===== src/rtl/mw_pkg.sv =====
package mw_pkg;
  typedef enum logic [2:0] {
    ST_IDLE, ST_OPC, ST_ADR, ST_DAT, ST_RD, ST_DONE
  } dec_state_t;

  localparam logic [1:0] OP_EXT   = 2'b00;
  localparam logic [1:0] OP_WRITE = 2'b01;
  localparam logic [1:0] OP_READ  = 2'b10;
  localparam logic [1:0] OP_ERASE = 2'b11;

  localparam logic [1:0] SUB_LOCK   = 2'b00;
  localparam logic [1:0] SUB_FILL   = 2'b01;
  localparam logic [1:0] SUB_CLRALL = 2'b10;
  localparam logic [1:0] SUB_UNLOCK = 2'b11;
endpackage


===== src/rtl/mw_sync.sv =====
module mw_sync #(
  parameter int WIDTH  = 4,
  parameter int STAGES = 2
) (
  input  logic             clk,
  input  logic             rst,
  input  logic [WIDTH-1:0] d_i,
  output logic [WIDTH-1:0] q_o
);
  logic [WIDTH-1:0] pipe [STAGES];

  for (genvar s = 0; s < STAGES; s++) begin : g_stage
    always_ff @(posedge clk) begin
      if (rst)         pipe[s] <= '0;
      else if (s == 0) pipe[s] <= d_i;
      else             pipe[s] <= pipe[(s == 0) ? 0 : s-1];
    end
  end

  assign q_o = pipe[STAGES-1];
endmodule


===== src/rtl/mw_array.sv =====
module mw_array #(
  parameter int WORDS  = 64,
  parameter int LANES  = 2,
  parameter int LANE_W = 8,
  localparam int AW = $clog2(WORDS),
  localparam int DW = LANES * LANE_W
) (
  input  logic             clk,
  input  logic             we,
  input  logic [AW-1:0]    waddr,
  input  logic [DW-1:0]    wdata,
  input  logic [LANES-1:0] wbe,
  input  logic [AW-1:0]    raddr,
  output logic [DW-1:0]    rdata
);
  for (genvar l = 0; l < LANES; l++) begin : g_lane
    logic [LANE_W-1:0] mem [WORDS];
    logic [LANE_W-1:0] rd_q;
    always_ff @(posedge clk) begin
      if (we && wbe[l]) mem[waddr] <= wdata[l*LANE_W +: LANE_W];
      rd_q <= mem[raddr];
    end
    assign rdata[l*LANE_W +: LANE_W] = rd_q;
  end
endmodule


===== src/rtl/mw_prog.sv =====
module mw_prog #(
  parameter int WORDS       = 64,
  parameter int DW          = 16,
  parameter int LANES       = 2,
  parameter int PROG_CYCLES = 200,
  localparam int AW = $clog2(WORDS),
  localparam int CW = $clog2(PROG_CYCLES + 1)
) (
  input  logic             clk,
  input  logic             rst,
  input  logic             start,
  input  logic             all,
  input  logic [AW-1:0]    addr_i,
  input  logic [DW-1:0]    data_i,
  input  logic [LANES-1:0] be_i,
  output logic             busy,
  output logic             we,
  output logic [AW-1:0]    waddr,
  output logic [DW-1:0]    wdata,
  output logic [LANES-1:0] wbe
);
  typedef enum logic [1:0] {P_IDLE, P_WAIT, P_COMMIT} pst_t;

  pst_t             st;
  logic [CW-1:0]    tmr;
  logic [AW-1:0]    ptr;
  logic             all_q;
  logic [DW-1:0]    data_q;
  logic [LANES-1:0] be_q;

  always_ff @(posedge clk) begin
    if (rst) begin
      st <= P_IDLE; tmr <= '0; ptr <= '0;
      all_q <= 1'b0; data_q <= '0; be_q <= '0;
    end else begin
      case (st)
        P_IDLE: if (start) begin
          st     <= P_WAIT;
          tmr    <= '0;
          all_q  <= all;
          ptr    <= all ? '0 : addr_i;
          data_q <= data_i;
          be_q   <= be_i;
        end
        P_WAIT: begin
          if (tmr == CW'(PROG_CYCLES - 1)) st <= P_COMMIT;
          else tmr <= tmr + 1'b1;
        end
        P_COMMIT: begin
          if (!all_q || ptr == AW'(WORDS - 1)) st <= P_IDLE;
          else ptr <= ptr + 1'b1;
        end
        default: st <= P_IDLE;
      endcase
    end
  end

  assign busy  = (st != P_IDLE);
  assign we    = (st == P_COMMIT);
  assign waddr = ptr;
  assign wdata = data_q;
  assign wbe   = be_q;

  AST_START_WHEN_IDLE: assert property (@(posedge clk) disable iff (rst)
    start |-> !busy);
  AST_COMMIT_HAS_LANE: assert property (@(posedge clk) disable iff (rst)
    we |-> wbe != '0);
  AST_SWEEP_COMPLETE: assert property (@(posedge clk) disable iff (rst)
    ($fell(busy) && $past(all_q)) |-> $past(ptr) == AW'(WORDS - 1));
endmodule


===== src/rtl/mw_eeprom.sv =====
module mw_eeprom #(
  parameter int WORDS16     = 64,
  parameter int PROG_CYCLES = 200,
  parameter int SYNC_STAGES = 2
) (
  input  logic clk,
  input  logic rst,
  input  logic sel_i,
  input  logic sck_i,
  input  logic sdi_i,
  input  logic org_wide_i,
  output logic sdo_o
);
  import mw_pkg::*;

  localparam int AW16 = $clog2(WORDS16);
  localparam int AW8  = AW16 + 1;
  localparam int DW   = 16;
  localparam int CNTW = 5;

  // pin synchroniser
  logic [3:0] pins_s;
  mw_sync #(.WIDTH(4), .STAGES(SYNC_STAGES)) i_sync (
    .clk(clk), .rst(rst),
    .d_i({org_wide_i, sdi_i, sck_i, sel_i}), .q_o(pins_s));

  logic sel_s, sck_s, sdi_s, wide_s;
  assign {wide_s, sdi_s, sck_s, sel_s} = pins_s;

  logic sel_p, sck_p;
  always_ff @(posedge clk) begin
    if (rst) begin sel_p <= 1'b0; sck_p <= 1'b0; end
    else begin sel_p <= sel_s; sck_p <= sck_s; end
  end
  logic sel_fall, sck_rise;
  assign sel_fall = sel_p & ~sel_s;
  assign sck_rise = sck_s & ~sck_p;

  // decoder state
  dec_state_t      state;
  logic [1:0]      op;
  logic [AW8-1:0]  addr_sr, rd_addr;
  logic [DW-1:0]   data_sr, sh;
  logic [CNTW-1:0] cnt;
  logic [3:0]      left;
  logic            wen, pend, pall, perase, sdo;
  logic            busy;

  logic [AW8-1:0]  addr_nx;
  logic [1:0]      sub;
  logic [CNTW-1:0] alast, dlast;
  logic [3:0]      wlast;
  assign addr_nx = {addr_sr[AW8-2:0], sdi_s};
  assign sub     = wide_s ? addr_nx[AW16-1 -: 2] : addr_nx[AW8-1 -: 2];
  assign alast   = wide_s ? CNTW'(AW16 - 1) : CNTW'(AW8 - 1);
  assign dlast   = wide_s ? CNTW'(15) : CNTW'(7);
  assign wlast   = wide_s ? 4'd15 : 4'd7;

  // read path: array port and lane pick
  logic [AW16-1:0] raddr;
  logic [DW-1:0]   rdata, load_word;
  logic [7:0]      lane_byte;
  logic [AW8-1:0]  rd_next;
  assign raddr     = wide_s ? rd_addr[AW16-1:0] : rd_addr[AW8-1:1];
  assign lane_byte = rd_addr[0] ? rdata[15:8] : rdata[7:0];
  assign load_word = wide_s ? rdata : {lane_byte, 8'h00};
  assign rd_next   = wide_s ? {1'b0, rd_addr[AW16-1:0] + 1'b1} : rd_addr + 1'b1;

  always_ff @(posedge clk) begin
    if (rst) begin
      state <= ST_IDLE; op <= '0; addr_sr <= '0; rd_addr <= '0;
      data_sr <= '0; sh <= '0; cnt <= '0; left <= '0;
      wen <= 1'b0; pend <= 1'b0; pall <= 1'b0; perase <= 1'b0; sdo <= 1'b0;
    end else if (!sel_s) begin
      state <= ST_IDLE;
      pend  <= 1'b0;
      sdo   <= 1'b0;
    end else if (busy) begin
      sdo <= 1'b0;
    end else begin
      if (state != ST_RD) sdo <= 1'b1;
      if (sck_rise) begin
        case (state)
          ST_IDLE: if (sdi_s) begin
            state <= ST_OPC;
            cnt   <= '0;
          end
          ST_OPC: begin
            op <= {op[0], sdi_s};
            if (cnt == CNTW'(1)) begin state <= ST_ADR; cnt <= '0; end
            else cnt <= cnt + 1'b1;
          end
          ST_ADR: begin
            addr_sr <= addr_nx;
            if (cnt == alast) begin
              cnt   <= '0;
              state <= ST_DONE;
              case (op)
                OP_READ: begin
                  state   <= ST_RD;
                  rd_addr <= wide_s ? {1'b0, addr_nx[AW16-1:0]} : addr_nx;
                  left    <= '0;
                  sdo     <= 1'b0;
                end
                OP_WRITE: begin
                  state <= ST_DAT; pall <= 1'b0; perase <= 1'b0;
                end
                OP_ERASE: begin
                  pend <= wen; pall <= 1'b0; perase <= 1'b1;
                end
                default: begin
                  case (sub)
                    SUB_UNLOCK: wen <= 1'b1;
                    SUB_LOCK:   wen <= 1'b0;
                    SUB_CLRALL: begin pend <= wen; pall <= 1'b1; perase <= 1'b1; end
                    default:    begin state <= ST_DAT; pall <= 1'b1; perase <= 1'b0; end
                  endcase
                end
              endcase
            end else begin
              cnt <= cnt + 1'b1;
            end
          end
          ST_DAT: begin
            data_sr <= {data_sr[DW-2:0], sdi_s};
            if (cnt == dlast) begin pend <= wen; state <= ST_DONE; end
            else cnt <= cnt + 1'b1;
          end
          ST_RD: begin
            if (left == 4'd0) begin
              sdo     <= load_word[DW-1];
              sh      <= {load_word[DW-2:0], 1'b0};
              left    <= wlast;
              rd_addr <= rd_next;
            end else begin
              sdo  <= sh[DW-1];
              sh   <= {sh[DW-2:0], 1'b0};
              left <= left - 1'b1;
            end
          end
          default: ;
        endcase
      end
    end
  end

  assign sdo_o = sdo;

  // programming sequencer and array
  logic            prog_start;
  logic [AW16-1:0] p_addr, m_waddr;
  logic [DW-1:0]   p_data, m_wdata;
  logic [1:0]      p_be, m_wbe;
  logic            m_we;
  assign prog_start = sel_fall & pend;
  assign p_addr = wide_s ? addr_sr[AW16-1:0] : addr_sr[AW8-1:1];
  assign p_data = perase ? '1 : (wide_s ? data_sr : {data_sr[7:0], data_sr[7:0]});
  assign p_be   = (pall || wide_s) ? 2'b11 : (addr_sr[0] ? 2'b10 : 2'b01);

  mw_prog #(.WORDS(WORDS16), .DW(DW), .LANES(2), .PROG_CYCLES(PROG_CYCLES)) i_prog (
    .clk(clk), .rst(rst), .start(prog_start), .all(pall),
    .addr_i(p_addr), .data_i(p_data), .be_i(p_be),
    .busy(busy), .we(m_we), .waddr(m_waddr), .wdata(m_wdata), .wbe(m_wbe));

  mw_array #(.WORDS(WORDS16), .LANES(2), .LANE_W(8)) i_array (
    .clk(clk), .we(m_we), .waddr(m_waddr), .wdata(m_wdata), .wbe(m_wbe),
    .raddr(raddr), .rdata(rdata));

  AST_WEN_CLEAR_AFTER_RST: assert property (@(posedge clk) disable iff (rst)
    $past(rst) |-> !wen);
  AST_FROZEN_WHILE_BUSY: assert property (@(posedge clk) disable iff (rst)
    busy |-> state == ST_IDLE);
  AST_PROG_NEEDS_WEN: assert property (@(posedge clk) disable iff (rst)
    prog_start |-> wen);
  AST_DUMMY_ZERO: assert property (@(posedge clk) disable iff (rst)
    (state == ST_RD && $past(state) == ST_ADR) |-> !sdo_o);
  AST_Q_LOW_DESELECTED: assert property (@(posedge clk) disable iff (rst)
    (!sel_s && !sel_p) |=> !sdo_o);
endmodule


===== config.mk =====
export PLATFORM = sky130hd
export DESIGN_NAME = mw_eeprom
export DESIGN_NICKNAME = d
export VERILOG_FILES = /design/src/rtl/mw_pkg.sv /design/src/rtl/mw_sync.sv /design/src/rtl/mw_array.sv /design/src/rtl/mw_prog.sv /design/src/rtl/mw_eeprom.sv
export SDC_FILE = /design/constraint.sdc
export NUM_CORES = 2
export LEC_CHECK = 0
export ABC_AREA = 1
export CAP_MARGIN = 25
export CELL_PAD_IN_SITES_DETAIL_PLACEMENT = 0
export CELL_PAD_IN_SITES_GLOBAL_PLACEMENT = 1
export CORE_MARGIN = 3
export CORE_UTILIZATION = 56
export CTS_CLUSTER_SIZE = 16
export DETAILED_ROUTE_END_ITERATION = 16
export DONT_BUFFER_PORTS = 1
export HOLD_SLACK_MARGIN = 0.15
export PLACE_DENSITY_LB_ADDON = 0.1
export SYNTH_ARGS = -nofsm -noshare
export SYNTH_HDL_FRONTEND = slang
export SYNTH_HIERARCHICAL = 1
export SYNTH_SLANG_ARGS = --single-unit

===== constraint.sdc =====
create_clock -name clk -period 6.7 [get_ports clk]
set_input_delay 2.01 -clock clk [delete_from_list [all_inputs] [get_ports clk]]
set_output_delay 2.01 -clock clk [all_outputs]
set_load 0.02 [all_outputs]

==> metrics.txt <==
final-stage net count=4451; vias per std cell=5.772; Initial Utilization=57.00%; Multi-input gate area=0.01288 mm²; Primary FF master, synth=edfxtp_1; setup slack, reg-to-reg=2.94 ns; Final Hold Vio Count=0; DP HPWL=71150 µm; Mapped Nets=4437; Hold Crit Endpoint=i_sync/pipe[1][0]; via count=32720; reg2reg path depth=11; WL per Instance=22.26 µm; Post-Place Cells=5442; Post-CTS Setup Inserts=0; Clock transition at path regs=0.06 ns; clk buf depth=3; CTS Buf Count=117; cts hold-fix bufs=0; hold slack=0.4029 ns; Fmax achieved=266.1 MHz; most frequent cell after synthesis=nand2_1; Remaining Overflow, GRT=0; Reg2Reg Capture Point=i_array/g_lane[0].rd_q[6]; Post-Syn Instances=4417; post-CTS sizing=0; status=finished, final reports clean; sequential-to-total area share from yosys stat=69.05%; max_cap viols=0; CTS Sinks=1149; root buf cell=clkbuf_16; Port Buffers=0; period utilisation layout=56.09%; hold path depth=2; Setup Skew=0.02246 ns; top cells by area, synth=edfxtp_1 64%, nand2_1 11%, nand3_1 9.5%; area of the mapped netlist=0.04815 mm²; worst endpoint required time=7.31 ns; DRT Pass-1 Iters=6; share of cells above drive strength 1=9.177%; Pleak=18.35 nW; Rel. slew slack=27.16%; Synth Warn #=6; row count=106; CP startpoint kind=flop; Period minus WS final=3.758 ns; core area=0.08448 mm²; worst-margin pin slew=1.093 ns; number of synthesized flops with an enable pin=1024; hold path startpoint=i_sync/pipe[0][0]; Critical Path Sink Type=flop; initial antenna violation count=1; library cells used by synthesis=41; first-pass GRT wire length=192100 µm; Async SR Flop Fraction=0%; Yosys top cell area share=63.86%; Layout fillers=6798; gr usage total=28.16%; Peak VDD IR=243.6 µV; First DRT Iteration DRCs=3528; die height=299.2 µm; post-route DRC violation count=0; Mapped Avg Cell Area=10.90 µm²; GP Congestion=0.8229; largest net degree at the start of global routing=187; Die W=299.2 µm; count of final max-slew check failures=0; final-report setup violation count=0; crit path max fanout=68; Layout area overhead=10.22%; Arrival @ worst endpoint=4.36 ns; vias in the first global route=31300; number of H-tree levels=3; Final ANT Viol Nets=0; PD cells=269.2 mW/mm²; Final Non-Filler Cells=5668; CP Launch Point=i_sync/pipe[1][3]; Hold Crit Class=flop to flop; Top Ports=7; register area=0.03327 mm²; CTS tree=built; Reg-to-Reg Start=i_sync/pipe[1][3]; routed wire length=126200 µm; die area=0.08954 mm²; Seq cells post-synth=1149; RSZ-0062 raised after global routing=no; Skew-Pair Late Insertion Delay=0.69 ns; area leader, netlist=edfxtp_1; Setup Crit Path Kind=flop to flop; top cells by count, synth=1443 x nand2_1, 1024 x edfxtp_1, 914 x nand3_1; Fin Setup TNS=0 ns
==> critical path: stages, from the launching register on <==
cell	delay, ns
dfxtp_2	0.31
buf_4	0.47
nand2_1	0.19
o21ai_4	0.11
buf_4	0.68
buf_4	0.86
nand3_1	0.16
nand2_1	0.09
nand2_1	0.09
nand3_1	0.19
nand3_1	0.23
nand2_1	0.16
==> worst max-delay path by stage <==
stage	depth (start not counted)	to
global placement	11	i_array/g_lane[0].rd_q[0]
CTS	11	i_array/g_lane[0].rd_q[3]
finish	11	i_array/g_lane[0].rd_q[6]
global route	13	i_array/g_lane[1].rd_q[5]
floorplan	4	i_prog/wdata[13]
detailed placement	11	i_array/g_lane[0].rd_q[0]
==> layer usage <==
metal / global-route usage, % / up-vias / part of all wire [%]
li1: - / 15390 / -
met1: 40.22 / 15890 / 42
met2: 44.90 / 1221 / 47
met3: 4.070 / 215 / 7.3
met4: 9.378 / 0 / 3.3
met5: 0 / - / 0
==> kinds of logic (layout without fill, tap and decap cells) <==
family	after synthesis	after routing	share of synthesized area [%]
buffers and inverters	369	485	4.337
adder cells (fa/ha/maj)	14	14	0.3638
AO/OA/AOI/OAI	185	185	1.996
flip-flops	1149	1149	69.05
multiplexers	1	1	0.02079
XOR/XNOR	4	4	0.07277
AND/OR/NAND/NOR	2695	2695	24.16
other	0	1	0
==> stage by stage <==
step	utilization (%)	instance area [µm²]	setup WS (ns)	power [W]
5_1_grt	62.82	53080	2.745	0.01467
6_report	62.83	53080	2.942	0.01429
3_3_place_gp	57.75	48790	2.997	0.007868
3_5_place_dp	58.19	49160	3.010	0.007868
4_1_cts	62.80	53050	2.985	0.01437
2_1_floorplan	-	48150	4.065	0.007860
==> cell usage in the layout, fill, tap and decap left out, types with 5 or more instances in the layout <==
master,Yosys,routed
a21oi_1,66,66
a31oi_1,8,8
buf_2,114,30
buf_4,20,131
bufinv_16,0,14
clkbuf_1,55,21
clkbuf_16,0,121
clkinv_1,2,27
clkinv_2,0,27
dfxtp_1,125,108
dfxtp_2,0,17
edfxtp_1,1024,1024
ha_1,14,14
inv_1,77,76
inv_2,17,16
nand2_1,1443,1441
nand2_2,8,10
nand3_1,914,914
nand3b_1,11,11
nor2_1,175,175
nor3_1,124,124
o21ai_0,100,94
o21ai_1,6,6
o21ai_4,0,5
==> cell type report <==
| type | instances | share of cell area (%) |
|---|---|---|
| clock buffer | 147 | 5.954 |
| tap | 1134 | 2.673 |
| inverter | 98 | 0.7520 |
| clock inverter | 74 | 1.372 |
| sequential | 1149 | 62.69 |
| antenna | 1 | 0.004715 |
| timing repair buffer | 166 | 2.291 |
| multi-input combinational | 2899 | 24.27 |
==> state kept, by name (all words and copies together), names as in the netlist, 2 cells and up <==
name and flops:
i_array/g_lane.mem 1024, data_sr 16, i_array/g_lane.rd_q 16, i_prog/wdata 16, sh 15, i_prog/tmr 8, i_sync/pipe 8, addr_sr 7
rd_addr 7, i_prog/waddr 6, cnt 5, left 4, state 3, i_prog/st 2, i_prog/wbe 2, op 2
==> report_power, final <==
| group | internal (W) | total [W] | leakage, nW | switching, W |
|---|---|---|---|---|
| Sequential | 0.00768 | 0.00769 | 8.07 | 0.00000147 |
| Combinational | 0.00000728 | 0.0000315 | 8.36 | 0.0000242 |
| Clock | 0.00387 | 0.00657 | 1.92 | 0.00271 |
| Total | 0.0116 | 0.0143 | 18.3 | 0.00273 |
Power figures use the tool's default switching activity.
